File: src/rtl/stepDebugPkg.sv
package stepDebugPkg;

  typedef enum logic [1:0] {
    ST_RUN  = 2'd0,
    ST_STEP = 2'd1,
    ST_HALT = 2'd2
  } stepState_e;

  typedef enum logic [1:0] {
    TK_NONE = 2'd0,
    TK_PC   = 2'd1,
    TK_ADDR = 2'd2,
    TK_DATA = 2'd3
  } trigKind_e;

  // strobes from the sequencer to the datapath
  typedef struct packed {
    logic issueFire;
    logic trigCapture;
    logic trigPc;
  } ctlStrobe_t;

  // state the datapath hands back to the sequencer
  typedef struct packed {
    logic boundary;
    logic slotFree;
    logic stallDone;
    logic ssmMode;
    logic nplMode;
    logic ipiMode;
  } dpStatus_t;

endpackage

File: src/rtl/stepDebugPath.sv
module stepDebugPath
  import stepDebugPkg::*;
#(
  parameter int DEPTH = 4,
  parameter int STALL = 5
) (
  input  logic       clk,
  input  logic       rstN,
  input  logic       ssmEn,
  input  logic       nplEn,
  input  logic       ipiEn,
  input  logic       retireStb,
  input  logic       addrHit,
  input  logic       dataHit,
  input  ctlStrobe_t ctl,
  output dpStatus_t  status,
  output logic       trigValid,
  output logic [1:0] trigKind,
  output logic       trigPrecise
);

  localparam int CW = $clog2(DEPTH + 1);

  logic [CW-1:0] inflight;
  logic          ssmQ, nplQ, ipiQ;
  logic          stallDone;
  trigKind_e     kindQ;
  logic          idle;

  assign idle = (inflight == '0);

  // in-flight count and mode latch (modes move only at a boundary)
  always_ff @(posedge clk) begin
    if (!rstN) begin
      inflight <= '0;
      ssmQ     <= 1'b0;
      nplQ     <= 1'b0;
      ipiQ     <= 1'b0;
    end else begin
      case ({ctl.issueFire, retireStb})
        2'b10:   inflight <= inflight + CW'(1);
        2'b01:   inflight <= inflight - CW'(1);
        default: inflight <= inflight;
      endcase
      if (idle) begin
        ssmQ <= ssmEn;
        nplQ <= nplEn;
        ipiQ <= ipiEn;
      end
    end
  end

  // serial-mode stall after each retirement
  generate
    if (STALL > 0) begin : g_stall
      localparam int SW = $clog2(STALL + 2);
      logic [SW-1:0] stallCnt;
      always_ff @(posedge clk) begin
        if (!rstN) begin
          stallCnt <= '0;
        end else if (retireStb && nplQ) begin
          stallCnt <= SW'(STALL);
        end else if (stallCnt != '0) begin
          stallCnt <= stallCnt - SW'(1);
        end
      end
      assign stallDone = (stallCnt == '0);
    end else begin : g_noStall
      assign stallDone = 1'b1;
    end
  endgenerate

  // trigger report register
  always_ff @(posedge clk) begin
    if (!rstN) begin
      trigValid   <= 1'b0;
      kindQ       <= TK_NONE;
      trigPrecise <= 1'b0;
    end else begin
      trigValid <= ctl.trigCapture;
      if (ctl.trigCapture) begin
        if (ctl.trigPc)   kindQ <= TK_PC;
        else if (addrHit) kindQ <= TK_ADDR;
        else if (dataHit) kindQ <= TK_DATA;
        else              kindQ <= TK_NONE;
        trigPrecise <= ctl.trigPc || nplQ;
      end
    end
  end

  assign trigKind = kindQ;

  always_comb begin
    status.boundary  = idle;
    status.slotFree  = (inflight < CW'(DEPTH));
    status.stallDone = stallDone;
    status.ssmMode   = ssmQ;
    status.nplMode   = nplQ;
    status.ipiMode   = ipiQ;
  end

endmodule

File: src/rtl/stepDebugFsm.sv
module stepDebugFsm
  import stepDebugPkg::*;
(
  input  logic       clk,
  input  logic       rstN,
  input  logic       resumeStb,
  input  logic       issueReq,
  input  logic       retireStb,
  input  logic       irqPend,
  input  logic       pcHit,
  input  logic       addrHit,
  input  logic       dataHit,
  input  dpStatus_t  status,
  output ctlStrobe_t ctl,
  output logic       issuePermit,
  output logic       halted,
  output logic       irqAccept
);

  stepState_e state, stateNext;
  logic serial, permitBase, pcTrig, anyTrig, fire;

  always_comb begin
    serial      = status.nplMode || status.ssmMode;
    permitBase  = (state == ST_RUN) && status.stallDone && status.slotFree &&
                  (!serial || status.boundary);
    pcTrig      = pcHit && issueReq && permitBase;
    issuePermit = permitBase && !pcHit;
    fire        = issuePermit && issueReq;
    anyTrig     = pcTrig || addrHit || dataHit;
    ctl         = '{issueFire: fire, trigCapture: anyTrig, trigPc: pcTrig};

    stateNext = state;
    if (anyTrig) begin
      stateNext = ST_HALT;
    end else begin
      unique case (state)
        ST_RUN:  if (status.ssmMode && fire) stateNext = ST_STEP;
        ST_STEP: if (retireStb)              stateNext = ST_HALT;
        ST_HALT: if (resumeStb)              stateNext = ST_RUN;
        default:                             stateNext = ST_RUN;
      endcase
    end

    halted    = (state == ST_HALT);
    irqAccept = irqPend && status.boundary && !halted &&
                !(status.ssmMode && status.ipiMode);
  end

  always_ff @(posedge clk) begin
    if (!rstN) state <= ST_RUN;
    else       state <= stateNext;
  end

endmodule

File: src/rtl/stepDebugCtl.sv
module stepDebugCtl
  import stepDebugPkg::*;
#(
  parameter int DEPTH     = 4,
  parameter int STALL_CYC = 5
) (
  input  logic       clk,
  input  logic       rstN,
  input  logic       ssmEn,
  input  logic       nplEn,
  input  logic       ipiEn,
  input  logic       resumeStb,
  input  logic       issueReq,
  input  logic       retireStb,
  input  logic       irqPend,
  input  logic       pcHit,
  input  logic       addrHit,
  input  logic       dataHit,
  output logic       issuePermit,
  output logic       halted,
  output logic       irqAccept,
  output logic       trigValid,
  output logic [1:0] trigKind,
  output logic       trigPrecise
);

  ctlStrobe_t ctl;
  dpStatus_t  status;

  stepDebugFsm u_fsm (
    .clk        (clk),
    .rstN       (rstN),
    .resumeStb  (resumeStb),
    .issueReq   (issueReq),
    .retireStb  (retireStb),
    .irqPend    (irqPend),
    .pcHit      (pcHit),
    .addrHit    (addrHit),
    .dataHit    (dataHit),
    .status     (status),
    .ctl        (ctl),
    .issuePermit(issuePermit),
    .halted     (halted),
    .irqAccept  (irqAccept)
  );

  stepDebugPath #(
    .DEPTH(DEPTH),
    .STALL(STALL_CYC)
  ) u_path (
    .clk        (clk),
    .rstN       (rstN),
    .ssmEn      (ssmEn),
    .nplEn      (nplEn),
    .ipiEn      (ipiEn),
    .retireStb  (retireStb),
    .addrHit    (addrHit),
    .dataHit    (dataHit),
    .ctl        (ctl),
    .status     (status),
    .trigValid  (trigValid),
    .trigKind   (trigKind),
    .trigPrecise(trigPrecise)
  );

endmodule

File: config.mk
export PLATFORM = sky130hd
export DESIGN_NAME = stepDebugCtl
export DESIGN_NICKNAME = d
export VERILOG_FILES = /design/src/rtl/stepDebugPkg.sv /design/src/rtl/stepDebugPath.sv /design/src/rtl/stepDebugFsm.sv /design/src/rtl/stepDebugCtl.sv
export SDC_FILE = /design/constraint.sdc
export NUM_CORES = 1
export LEC_CHECK = 0
export ABC_CLOCK_PERIOD_IN_PS = 4400
export CORE_MARGIN = 1.5
export CORE_UTILIZATION = 40
export DETAILED_ROUTE_END_ITERATION = 10
export GPL_TIMING_DRIVEN = 0
export HOLD_SLACK_MARGIN = 0.08
export PLACE_DENSITY = 0.68
export SLEW_MARGIN = 0
export SYNTH_ARGS = -nofsm -noshare
export SYNTH_HDL_FRONTEND = slang
export SYNTH_SLANG_ARGS = --single-unit
File: constraint.sdc
create_clock -name clk -period 4.4 [get_ports clk]
set_input_delay 0.88 -clock clk [delete_from_list [all_inputs] [get_ports clk]]
set_output_delay 0.88 -clock clk [all_outputs]
set_load 0.05 [all_outputs]
==> metrics.csv <==
metric,value,unit
grt_max_degree,11,
cts.clk_slew.worst_paths,0.09,ns
regToRegStartpoint,u_path.g_stall.stallCnt[0],
drive_above_1_share,8.00,%
synth_compound_area_share,13.8,%
start_util,42.7,%
avgSynthCellArea,9.45,um^2
synth_top_area_share,40.7,%
synthToLayoutAreaGrowth,32.4,%
crit_path_end,issuePermit,
setup_violations,0,
synthAdderAreaFrac,9.51,%
crit_start,u_path.g_stall.stallCnt[0],
synth_xor_area_share,3.57,%
row_count,15,
reg2reg_to,u_path.inflight[2],
relSlewSlack,66.2,%
final_cell_mix,"clkdlybuf4s50_1, dfxtp_1, inv_1, nor2_1, a21oi_1",
fin_crit_sh,74.5,%
cp-start-kind,register,
power_density,490,nW/um^2
yosys_warnings,0,
max_freq,0.305,GHz
slew_viol_final,0,
hp-class,reg2reg,
nets,118,
leakagePower,0.420,nW
rsz0062_at_grt,no,
finalSetupTns,0,ns
antenna_found_initial,0,
critical_path_class,reg2out,
grt_pass1_vias,558,
run_status,"finished, final reports clean",
dieHeight,45.9,um
synth_area_leaders,"dfxtp_1, ha_1, mux2i_1",
cts_buffers,3,
die_area,2110,um^2
pin_count,19,
cts-resized-gates,0,
layout_commonest_cell,clkdlybuf4s50_1,
r2r_cells,11,
grt_util_all_layers,15.1,%
yosysSeqAreaShare,40.7,%
diodes,0,
dp.cells,121,
grt-ovfl-total,0,
worst_pin_slew,0.505,ns
fin_crit,3.28,ns
synth_fp_nets,95,
grt_pass1_wl,2.24,mm
syn_area,737,um^2
core_area,1730,um^2
cts_tree,built,
dp_hpwl,1.11,mm
finClkSkew,0.00108,ns
crit_required,3.52,ns
cts.sinks,15,
vias,625,
synthSimpleGateAreaFrac,20.5,%
avgViaCountPerCell,5.00,
crit_fanout,5,
finalHoldViolations,0,
routedWlPerCell,11.6,um
crit_path_end_kind,primary output,
rrSetupSlack,1.91,ns
synthMuxAreaShare,6.79,%
synth_cell_types,25,
fin_cells,125,
die_w,45.9,um
htreeDepth,1,
antenna_left,0,
synth_area_leader_cell,dfxtp_1,
arrival,2.40,ns
drtPass1Iterations,4,
drt_iter0_drc,10,
cts_hold_buffers,0,
post_cts_buffers,0,
cts_buffer_depth,2,
synth_cells,78,
numPortBuffers,18,
synth_top_family_by_area,simple AND/OR/NAND/NOR gates,
routed_wl,1.46,mm
synth_seq_cells,15,
peakVddDrop,0.000199,V
ctsRootBufferMaster,clkbuf_4,
place_congestion,0.744,
drc,0,
cap_violations,0,
clock_latency,0.28,ns
-- power breakdown --
part	internal (mW)	leakage (nW)	total [mW]	switching [mW]
clock network	0.0337	0.0177	0.0787	0.0450
registers	0.164	0.124	0.187	0.0233
logic	0.0970	0.278	0.212	0.115
-- cells in the mapped netlist (all sizes together) --
library cell  instances
dfxtp                15
inv                   9
nor2                  9
a21oi                 8
mux2i                 5
ha                    4
nand2                 4
and3                  3
xor2                  3
nor2b                 2
o21ai                 2
a2bb2oi               1
a31oi                 1
clkbuf                1
fa                    1
nand4                 1
nand4b                1
nor3                  1
nor4b                 1
nor4bb                1
o2111a                1
o21bai                1
o22ai                 1
o311a                 1
or3                   1
-- metal layers --
layer	vias up	GRT usage, %	part of all wire (%)	wire [um]
met4	0	8.57	1.7	25
li1	313	-	-	-
met1	303	17.7	46	672
met3	4	2.38	1.9	27
met2	5	25.6	50	729
met5	-	0	0	0
-- kinds of logic after synthesis --
group / count (synthesis)
xor+xnor: 3
flops: 15
fa+ha+maj: 5
simple gates: 24
compound gates: 16
buf+inv: 10
mux: 5
-- cell type report --
class	instances	area [um^2]
buffer	1	3.75
clock buffer	3	22.5
clock inverter	1	5.00
fill	169	751
inverter	9	33.8
multi-input combinational	53	399
sequential	15	300
tap	25	31.3
timing repair buffer	18	180
-- stage by stage --
stage | power [mW] | instance area (um^2) | hold slack (ns) | util, % | worst slack, ns
finish | 0.478 | 976 | 0.516 | 56.5 | 1.12
global route | 0.508 | 976 | 0.555 | 56.5 | 0.995
CTS | 0.483 | 976 | 0.524 | 56.5 | 1.09
detailed placement | 0.403 | 948 | 0.499 | 54.9 | 1.21
global placement | 0.398 | 948 | 0.488 | 54.9 | 1.24
floorplan | 0.347 | 737 | 0.461 | - | 1.78
-- registers in the layout (all words and copies together) (netlist names) --
name                     cells
u_path.g_stall.stallCnt      3
u_path.inflight              3
u_fsm.state                  2
u_path.trigKind              2
u_path.ipiQ                  1
u_path.nplQ                  1
u_path.ssmQ                  1
u_path.trigPrecise           1
u_path.trigValid             1
-- worst max-delay path: stages (launching register included) --
cell and delay (ns):
dfxtp_1 0.33, inv_1 0.06, ha_1 0.16, ha_1 0.28, nor4b_4 0.32, nand2_1 0.08
nor2_1 0.09, clkdlybuf4s50_1 0.81
-- worst min path at each step --
| stage | slack, ns | endpoint | cells past startpoint | start |
|---|---|---|---|---|
| after floorplan | 0.46 | u_path.ipiQ | 2 | u_path.ipiQ |
| after detailed placement | 0.50 | u_path.ipiQ | 2 | u_path.ipiQ |
| after global placement | 0.49 | u_path.ipiQ | 2 | u_path.ipiQ |
| after CTS | 0.52 | u_path.ipiQ | 2 | u_path.ipiQ |
| after global routing | 0.56 | u_path.ipiQ | 2 | u_path.ipiQ |
| final | 0.52 | u_path.ipiQ | 2 | u_path.ipiQ |
No activity file was read; power rests on OpenSTA's default activity.
